[src/rtl/brg_pkg.sv]
package brg_pkg;

    typedef enum logic {
        SRC_FIXED = 1'b0,
        SRC_FRAC  = 1'b1
    } brg_src_e;

    localparam int unsigned ACC_FRAC_W_DEF = 9;
    localparam int unsigned RELOAD_W_DEF   = 13;

endpackage

[src/rtl/brg_fixed_presc.sv]
module brg_fixed_presc (
    input  logic clk,
    input  logic rst_n,
    input  logic active,
    input  logic div3,
    output logic en
);

    typedef struct packed {
        logic [1:0] cnt;
    } presc_state_t;

    presc_state_t st_d, st_q;
    logic [1:0]   last;

    always_comb begin
        st_d = st_q;
        last = div3 ? 2'd2 : 2'd1;
        en   = active && (st_q.cnt == last);
        if (!active)  st_d.cnt = 2'd0;
        else if (en)  st_d.cnt = 2'd0;
        else          st_d.cnt = st_q.cnt + 2'd1;
    end

    always_ff @(posedge clk or negedge rst_n) begin
        if (!rst_n) st_q <= '0;
        else        st_q <= st_d;
    end

    // two enables never fall on neighbouring edges
    a_r2_en_spaced: assert property (@(posedge clk) disable iff (!rst_n)
        en |=> !en);

    // an idle divider restarts from zero
    a_r8_presc_restart: assert property (@(posedge clk) disable iff (!rst_n)
        !active |=> (st_q.cnt == 2'd0));

endmodule

[src/rtl/brg_frac_div.sv]
module brg_frac_div #(
    parameter int unsigned FRAC_W = 9
) (
    input  logic              clk,
    input  logic              rst_n,
    input  logic              active,
    input  logic [FRAC_W-1:0] ratio,
    output logic              en
);

    typedef struct packed {
        logic [FRAC_W-1:0] acc;
    } frac_state_t;

    frac_state_t       st_d, st_q;
    logic [FRAC_W:0]   sum;

    always_comb begin
        st_d = st_q;
        sum  = {1'b0, st_q.acc} + {1'b0, ratio};
        en   = active && sum[FRAC_W];
        if (active) st_d.acc = sum[FRAC_W-1:0];
        else        st_d.acc = '0;
    end

    always_ff @(posedge clk or negedge rst_n) begin
        if (!rst_n) st_q <= '0;
        else        st_q <= st_d;
    end

    // a zero step never produces a carry
    a_r4_zero_ratio: assert property (@(posedge clk) disable iff (!rst_n)
        (active && ratio == '0) |-> !en);

    // the accumulator restarts from zero
    a_r8_acc_restart: assert property (@(posedge clk) disable iff (!rst_n)
        !active |=> (st_q.acc == '0));

endmodule

[src/rtl/brg_reload_timer.sv]
module brg_reload_timer #(
    parameter int unsigned RELOAD_W = 13,
    parameter int unsigned OSR      = 16,
    parameter int unsigned CNT_W    = 16
) (
    input  logic                clk,
    input  logic                rst_n,
    input  logic                run,
    input  logic                en,
    input  logic [RELOAD_W-1:0] reload,
    output logic                os_tick,
    output logic                baud_tick,
    output logic [CNT_W-1:0]    tick_count
);

    localparam int unsigned OS_W = (OSR > 1) ? $clog2(OSR) : 1;
    localparam logic [OS_W-1:0] OS_LAST = OS_W'(OSR - 1);

    typedef struct packed {
        logic [RELOAD_W-1:0] cnt;
        logic [OS_W-1:0]     os_cnt;
        logic                os_tick;
        logic                baud_tick;
        logic [CNT_W-1:0]    ticks;
    } tmr_state_t;

    tmr_state_t st_d, st_q;

    always_comb begin
        st_d           = st_q;
        st_d.os_tick   = 1'b0;
        st_d.baud_tick = 1'b0;
        if (!run) begin
            st_d.cnt    = reload;
            st_d.os_cnt = '0;
        end else if (en) begin
            if (st_q.cnt == '0) begin
                st_d.cnt     = reload;
                st_d.os_tick = 1'b1;
                if (st_q.os_cnt == OS_LAST) begin
                    st_d.os_cnt    = '0;
                    st_d.baud_tick = 1'b1;
                    st_d.ticks     = st_q.ticks + 1'b1;
                end else begin
                    st_d.os_cnt = st_q.os_cnt + 1'b1;
                end
            end else begin
                st_d.cnt = st_q.cnt - 1'b1;
            end
        end
    end

    always_ff @(posedge clk or negedge rst_n) begin
        if (!rst_n) st_q <= '0;
        else        st_q <= st_d;
    end

    assign os_tick    = st_q.os_tick;
    assign baud_tick  = st_q.baud_tick;
    assign tick_count = st_q.ticks;

    // an underflow ticks and picks up the present reload input
    a_r3_underflow_reload: assert property (@(posedge clk) disable iff (!rst_n)
        (run && en && st_q.cnt == '0) |=> (os_tick && st_q.cnt == $past(reload)));

    // the bit tick only coincides with an oversampling tick
    a_r6_baud_with_os: assert property (@(posedge clk) disable iff (!rst_n)
        baud_tick |-> os_tick);

    // the count steps by one alongside each bit tick
    a_r9_count_step: assert property (@(posedge clk) disable iff (!rst_n)
        baud_tick |-> (tick_count == CNT_W'($past(tick_count) + 1'b1)));

    // a stopped generator is silent and keeps its count
    a_r1_hold: assert property (@(posedge clk) disable iff (!rst_n)
        !run |=> (!os_tick && !baud_tick && $stable(tick_count)));

    // stopping reloads the timer and clears the oversampling count
    a_r8_timer_restart: assert property (@(posedge clk) disable iff (!rst_n)
        !run |=> (st_q.cnt == $past(reload) && st_q.os_cnt == '0));

endmodule

[src/rtl/baud_rate_gen.sv]
module baud_rate_gen #(
    parameter int unsigned RELOAD_W = brg_pkg::RELOAD_W_DEF,
    parameter int unsigned FRAC_W   = brg_pkg::ACC_FRAC_W_DEF,
    parameter int unsigned OSR      = 16,
    parameter int unsigned CNT_W    = 16
) (
    input  logic                clk,
    input  logic                rst_n,
    input  logic                run,
    input  logic                div3_sel,
    input  logic                frac_sel,
    input  logic [RELOAD_W-1:0] reload,
    input  logic [FRAC_W-1:0]   ratio,
    output logic                os_tick,
    output logic                baud_tick,
    output logic [CNT_W-1:0]    tick_count
);

    import brg_pkg::*;

    brg_src_e src;
    logic     fix_active, frac_active;
    logic     fix_en, frac_en, tmr_en;

    always_comb begin
        src         = frac_sel ? SRC_FRAC : SRC_FIXED;
        fix_active  = run && (src == SRC_FIXED);
        frac_active = run && (src == SRC_FRAC);
        tmr_en      = (src == SRC_FRAC) ? frac_en : fix_en;
    end

    brg_fixed_presc u_fixed (
        .clk    (clk),
        .rst_n  (rst_n),
        .active (fix_active),
        .div3   (div3_sel),
        .en     (fix_en)
    );

    brg_frac_div #(
        .FRAC_W (FRAC_W)
    ) u_frac (
        .clk    (clk),
        .rst_n  (rst_n),
        .active (frac_active),
        .ratio  (ratio),
        .en     (frac_en)
    );

    brg_reload_timer #(
        .RELOAD_W (RELOAD_W),
        .OSR      (OSR),
        .CNT_W    (CNT_W)
    ) u_timer (
        .clk        (clk),
        .rst_n      (rst_n),
        .run        (run),
        .en         (tmr_en),
        .reload     (reload),
        .os_tick    (os_tick),
        .baud_tick  (baud_tick),
        .tick_count (tick_count)
    );

    // the unselected path stays quiet
    a_r5_fixed_idle: assert property (@(posedge clk) disable iff (!rst_n)
        frac_sel |-> !fix_en);
    a_r5_frac_idle: assert property (@(posedge clk) disable iff (!rst_n)
        !frac_sel |-> !frac_en);

endmodule

[config.mk]
export PLATFORM = sky130hd
export DESIGN_NAME = baud_rate_gen
export DESIGN_NICKNAME = d
export VERILOG_FILES = /design/src/rtl/brg_pkg.sv /design/src/rtl/brg_fixed_presc.sv /design/src/rtl/brg_frac_div.sv /design/src/rtl/brg_reload_timer.sv /design/src/rtl/baud_rate_gen.sv
export SDC_FILE = /design/constraint.sdc
export NUM_CORES = 1
export LEC_CHECK = 0
export ABC_AREA = 1
export BUFFER_PORTS_ARGS = -buffer_cell sky130_fd_sc_hd__buf_2
export CAP_MARGIN = 0
export CORE_MARGIN = 5
export CORE_UTILIZATION = 58
export DETAILED_ROUTE_END_ITERATION = 8
export GPL_TIMING_DRIVEN = 0
export MAX_ROUTING_LAYER = met4
export PLACE_DENSITY = 0.8
export SYNTH_ARGS = -nofsm -noshare
export SYNTH_HDL_FRONTEND = slang
export SYNTH_SLANG_ARGS = --single-unit
[constraint.sdc]
create_clock -name clk -period 2.2 [get_ports clk]
set_input_delay 0.11 -clock clk [delete_from_list [all_inputs] [get_ports clk]]
set_output_delay 0.11 -clock clk [all_outputs]
set_load 0.02 [all_outputs]
==> flow_summary.ini, run 1 <==
[setup_path]
crit_chain = ha_1, a21oi_1, nand2_1, nand2_1, nand3_1, nand2_2, buf_2, nand4_1, nand3_1
required_ps = 2430
cp-end-kind = flip-flop
slowest_delay_ps = 380
crit_arrival_ps = 2140
cp-start-kind = flip-flop
crit_type = reg -> reg
critPathMaxFanout = 10
slowest_stage = dfrtp_1

[timing]
clock.fmax_ghz = 0.523
slew_headroom_pct = 31.0
fin_hold_ws_ps = -36.6
setup_tns_ps = 0
hold_violations = 23
finClkSkew_ps = 15.0
worst_slack_ps = 287
min_period_ps = 1910
finalMaxSlewViolations = 0
tightest_slew_ps = 1030
rsz0062_at_grt = no
setup_viol = 0
finalCritPeriodShare_pct = 86.9

[final_layout]
fin_nets = 540
area_growth_pct = 12.3
stdcell_area_mm2 = 0.00375
final_layout_size_suffix_gt1_share_pct = 21.4
diodes = 0
num-fill-cells = 519

[place]
portBuffers = 43
post-place-ws_ps = 321
placed_area_mm2 = 0.00364
hpwlAfterDp_um = 5500
gp_congestion = 0.929

[pwr]
peakVddDrop_v = 0.000387
leakage_nw = 2.04
finalPower_mw = 1.87
p_per_area_mw_per_mm2 = 500

[synth]
synth.area.top_cells = dfrtp_1 34%, nand2_1 15%, nand3_1 7.6%, ha_1 4.5%, nor2_1 4.4%
synth.top_cell.area_share_pct = 34.5
synth_async_sr_flop_share_pct = 100
synth_area_leader_cell = dfrtp_1
synth_commonest_cells = 136 x nand2_1, 51 x nand3_1, 46 x dfrtp_1, 39 x nor2_1, 37 x inv_1
yosysMostFrequentCell = nand2_1
syn_area_mm2 = 0.00334
syn_nets = 489
synthesis.yosys.warnings = 0
ys_seq_area_share_pct = 34.5
ys_types = 32
synthCells = 449
synth_edf_count = 0
synth_area_per_cell_um2 = 7.43
synth_seq_cells = 46
synth_ff_type = dfrtp_1

[clock_tree]
ctsLongestPathBuffers = 2
cts.sinks = 46
ctsRootBufferMaster = clkbuf_8
cts.clk_slew.worst_paths_ps = 100
insertion_delay_ps = 310
post_cts_buffers = 0
htree_levels = 2
tritoncts = built
cts_made_buffers = 5

[flow_run]
maxCapViolCount = 0

[global_routing]
grt_pass1_vias = 2933
grt_max_degree = 47
grt_pass1_wl_um = 12800
grt_overflow = 0
grt_usage_pct = 21.7
antenna_found_initial = 0

[drt]
post_drt_wl_per_cell_um = 12.9
firstDrtPassIters = 4
viasPerCell = 5.36
drt_iter0_drc = 221
drtAntennaViolNets = 0
drcViolationCount = 0
wl_um = 7400
vias = 3070

[die]
dieArea_mm2 = 0.00737
die_y_um = 85.9
die_w_um = 85.9
core_area_mm2 = 0.00554
boundaryPins = 45
rows = 27
initial_core_util_pct = 60.3

[run_status]
outcome = finished with violations
violations = negative hold slack

[hold_path]
hold_class = in -> async
-- critical path: cells and delay by family, from the launching register on --
| family | cells | cell delay, ps |
|---|---|---|
| fa+ha+maj | 1 | 330 |
| flops | 1 | 380 |
| compound gates | 1 | 260 |
| simple gates | 6 | 620 |
| buf+inv | 1 | 250 |
-- layout by cell type (no fill, tap or decap), drive strengths merged, types with 7 or more instances in the layout --
master / count
inv: 40
xnor2: 11
nand3: 51
nor2: 49
clkbuf: 7
nand4: 18
nand2: 147
o21ai: 13
buf: 69
xor2: 11
ha: 12
a21oi: 12
dfrtp: 46
-- per-layer routing --
layer	part of all wire, %	up-vias	GRT usage (%)
li1	-	1534	-
met5	0	-	-
met3	5.7	11	3.55
met1	43	1444	26.9
met4	1.4	0	7.19
met2	50	81	36.1
-- where the power goes --
group / switching (mW) / internal (mW)
registers: 0.0545 / 0.887
clock network: 0.304 / 0.253
logic: 0.234 / 0.142
-- cell type report --
type                    count  area [um2]  share of cell area, %
plain buffers              27         213                   5.67
multi-input cells         336        1820                   48.7
clock inverters             2        12.5                  0.334
clock buffers               6        82.6                   2.20
inverters                  40         150                   4.01
repair buffers             44         225                   6.01
well taps                  72        90.1                   2.40
flip-flops and latches     46        1150                   30.7
-- timing repair --
action                                 in CTS  in global routing
gates resized for setup                     0                  0
hold buffers                                1                  0
endpoints found under the hold margin       1                  0
-- sequential cells by signal, summed over array words and instances (netlist names) --
name / flops
u_fixed.st_q: 2
u_frac.st_q: 9
u_timer.baud_tick: 1
u_timer.os_tick: 1
u_timer.st_q: 17
u_timer.tick_count: 16
-- metrics by stage --
stage | util, % | std cells | hold WS [ps]
after floorplan | - | 449 | -186
after global placement | 65.8 | 564 | 309
after detailed placement | 65.8 | 564 | 328
after CTS | 67.7 | 573 | 25.2
after global routing | 67.7 | 573 | 45.6
final | 67.7 | 573 | -36.6
-- final timing paths --
check                                startpoint          endpoint  slack, ps  cells after the start
worst max-delay path             u_frac.st_q[4]  u_timer.st_q[28]        290                      9
worst min-delay path                      rst_n    u_frac.st_q[3]        -40                      1
worst max register to register   u_frac.st_q[4]  u_timer.st_q[28]        290                      9
worst min register to register  u_fixed.st_q[1]   u_fixed.st_q[0]        500                      1
max in group asynchronous                 rst_n  u_timer.st_q[27]       1570                      1
min in group clk                     reload[11]  u_timer.st_q[33]         40                      3
-- cells by family (layout without fill, tap and decap cells) --
logic type,Yosys count,count (layout),synth area share (%)
buffers and inverters,67,119,10.9
adder cells (fa/ha/maj),13,13,5.10
flip-flops,46,46,34.5
AO/OA/AOI/OAI,27,27,4.69
AND/OR/NAND/NOR,274,274,39.1
XOR/XNOR,22,22,5.77
Note: power is estimated with default switching activity, not from simulation.
==> run 2: changes to the inputs <==
--- a/config.mk
+++ b/config.mk
@@ -5,15 +5,15 @@
 export SDC_FILE = /design/constraint.sdc
 export NUM_CORES = 1
 export LEC_CHECK = 0
-export ABC_AREA = 1
 export BUFFER_PORTS_ARGS = -buffer_cell sky130_fd_sc_hd__buf_2
 export CAP_MARGIN = 0
 export CORE_MARGIN = 5
-export CORE_UTILIZATION = 58
+export CORE_UTILIZATION = 57
 export DETAILED_ROUTE_END_ITERATION = 8
 export GPL_TIMING_DRIVEN = 0
 export MAX_ROUTING_LAYER = met4
 export PLACE_DENSITY = 0.8
 export SYNTH_ARGS = -nofsm -noshare
 export SYNTH_HDL_FRONTEND = slang
+export SYNTH_HIERARCHICAL = 1
 export SYNTH_SLANG_ARGS = --single-unit
==> flow_summary.ini, run 2 <==
[run_status]
outcome = finished with violations
violations = negative hold slack, negative setup slack

[pwr]
leakage_nw = 1.98
pwr-share-seq_pct = 49.8
power_frac_comb_pct = 21.6
power.switching_uw = 583
p_per_area_mw_per_mm2 = 465
peakVddDrop_v = 0.000341
clockPowerShare_pct = 28.6
sw_frac_of_total_pct = 31.0
p_int_mw = 1.30

[timing]
min_period_ps = 2730
fin_hold_ws_ps = -8.66
slew_headroom_pct = 29.5
rsz0062_at_grt = yes
finalCritPeriodShare_pct = 124
finClkSkew_ps = 7.10
worst_slack_ps = -532
tightest_slew_ps = 1060
clock.fmax_ghz = 0.366
finalMaxSlewViolations = 0
hold_violations = 9
setup_viol = 28

[place]
portBuffers = 44
gp_congestion = 0.841
post-place-ws_ps = -817
hpwlAfterDp_um = 4620

[setup_path]
slowest_stage = or4_4
critPathMaxFanout = 4
crit_arrival_ps = 2960
cp_common_cell = a21oi_2
cp-start-kind = flip-flop
crit_chain = ha_4, nand2_4, nor2_2, a21oi_2, o21ai_1, mux2_4, or3b_4, or4_4, or3_4, a21oi_2
cp-end-kind = flip-flop
required_ps = 2430
slowest_delay_ps = 460
crit_type = reg -> reg

[clock_tree]
insertion_delay_ps = 310
tritoncts = built
ctsLongestPathBuffers = 2
ctsRootBufferMaster = clkbuf_8
cts.clk_slew.worst_paths_ps = 90
cts.sinks = 46
cts_made_buffers = 5
htree_levels = 2

[synth]
synth_seq_cells = 46
synth.top_cell.area_share_pct = 40.4
ys_types = 63
synth_edf_count = 0
synthesis.yosys.warnings = 6
synth_async_sr_flop_share_pct = 100
yosysMostFrequentCell = dfrtp_1
synth_ff_type = dfrtp_1
synth_area_leader_cell = dfrtp_1
syn_nets = 333
ys_seq_area_share_pct = 40.4
synthCells = 292
synth.area.top_cells = dfrtp_1 40%, ha_1 5.7%, xor2_1 5.2%, buf_4 4.5%, nand2_1 3.8%
synth_area_per_cell_um2 = 9.75
syn_area_mm2 = 0.00285
synth_commonest_cells = 46 x dfrtp_1, 29 x nand2_1, 17 x a21oi_1, 17 x buf_4, 17 x xor2_1

[global_routing]
grt_usage_pct = 24.7
grt_overflow = 0
grt_pass1_wl_um = 12200
grt_pass1_vias = 2587
grt_max_degree = 47
antenna_found_initial = 0

[drt]
drtAntennaViolNets = 0
viasPerCell = 6.23
post_drt_wl_per_cell_um = 19.8
firstDrtPassIters = 5
vias = 2737
drt_iter0_drc = 178
wl_um = 8690
drcViolationCount = 0

[final_layout]
final_common_cell = dfrtp_1
fin_nets = 412
final_cell_mix = 46 x dfrtp_1, 44 x buf_2, 34 x buf_4
largest_reg_flops = 17
diodes = 0
regMostFlops = u_timer/st_q
area_growth_pct = 42.0
final_layout_size_suffix_gt1_share_pct = 46.2

[die]
die_w_um = 80.7
core_area_mm2 = 0.00479
initial_core_util_pct = 59.5
die_y_um = 80.7
boundaryPins = 45
dieArea_mm2 = 0.00651
rows = 25

[flow_run]
maxCapViolCount = 0

[hold_path]
hold_class = in -> async
## run 2: cell families (layout without fill, tap and decap cells)
kind of cell / Yosys count / after routing / share of synthesized area, %
and+or+nand+nor: 109 / 110 / 22.0
AOI/OAI and AO/OA: 60 / 60 / 14.3
DFF: 46 / 46 / 40.4
buffers and inverters: 33 / 112 / 6.86
xor gates and xnor gates: 19 / 19 / 5.85
adders and majority gates: 14 / 14 / 6.42
muxes: 11 / 11 / 4.13
## run 2: path summary, 6_finish.rpt
path / from / to / slack, ps / cells after the start
worst max-delay path: u_frac/st_q[6] / u_timer/st_q[20] / -530 / 10
worst min-delay path: rst_n / u_timer/st_q[29] / -9 / 1
worst max register to register: u_frac/st_q[6] / u_timer/st_q[20] / -530 / 10
worst min register to register: u_timer/tick_count[15] / u_timer/tick_count[15] / 480 / 1
max in group asynchronous: rst_n / u_timer/st_q[24] / 1560 / 1
min in group clk: reload[12] / u_timer/st_q[34] / 10 / 3
## run 2: critical path: cells and delay by family, from the launching register on
family	cells	cell delay (ps)
and+or+nand+nor	5	1400
DFF	1	400
adders and majority gates	1	310
muxes	1	190
AOI/OAI and AO/OA	3	350
## run 2: cell type report
cell class | count | area (um2)
clock buffer | 5 | 68.8
inverter | 8 | 32.5
buffer | 22 | 159
sequential | 46 | 1150
timing repair buffer | 74 | 497
clock inverter | 3 | 21.3
fill | 261 | 744
multi-input combinational | 214 | 2030
tap | 67 | 83.8
## run 2: stage by stage
stage	TNS (ps)	instance area, um2	std cells	power [mW]	util (%)
final	-7960	4040	439	1.88	84.4
after global placement	-11550	3310	403	1.23	69.1
after floorplan	-3280	3000	292	1.14	-
after global routing	-10740	4040	439	1.96	84.4
after CTS	-10520	3670	429	1.81	76.8
after detailed placement	-12460	3310	403	1.24	69.1
## run 2: repair_timing
item / in CTS / in global routing
pin swaps: 23 / 27
endpoints found under the hold margin: 1 / 0
gates resized for setup: 33 / 55
buffers inserted: 19 / 11
setup endpoints to repair: 35 / 35
hold buffers: 1 / 0
cloned: 0 / 1
## run 2: power by group through the flow
| stage | logic (mW) | registers, mW | clock network (mW) |
|---|---|---|---|
| floorplan | 0.209 | 0.930 | 0 |
| global placement | 0.291 | 0.937 | 0 |
| detailed placement | 0.303 | 0.937 | 0 |
| CTS | 0.347 | 0.923 | 0.541 |
| global route | 0.438 | 0.938 | 0.583 |
| finish | 0.406 | 0.936 | 0.537 |
## run 2: routing by layer
| metal | track usage [%] | vias up | routed length, um |
|---|---|---|---|
| met3 | 3.36 | 26 | 498 |
| met2 | 40.9 | 143 | 4500 |
| met4 | 9.97 | 0 | 238 |
| met1 | 30.6 | 1349 | 3450 |
| met5 | - | - | 0 |
| li1 | - | 1219 | - |
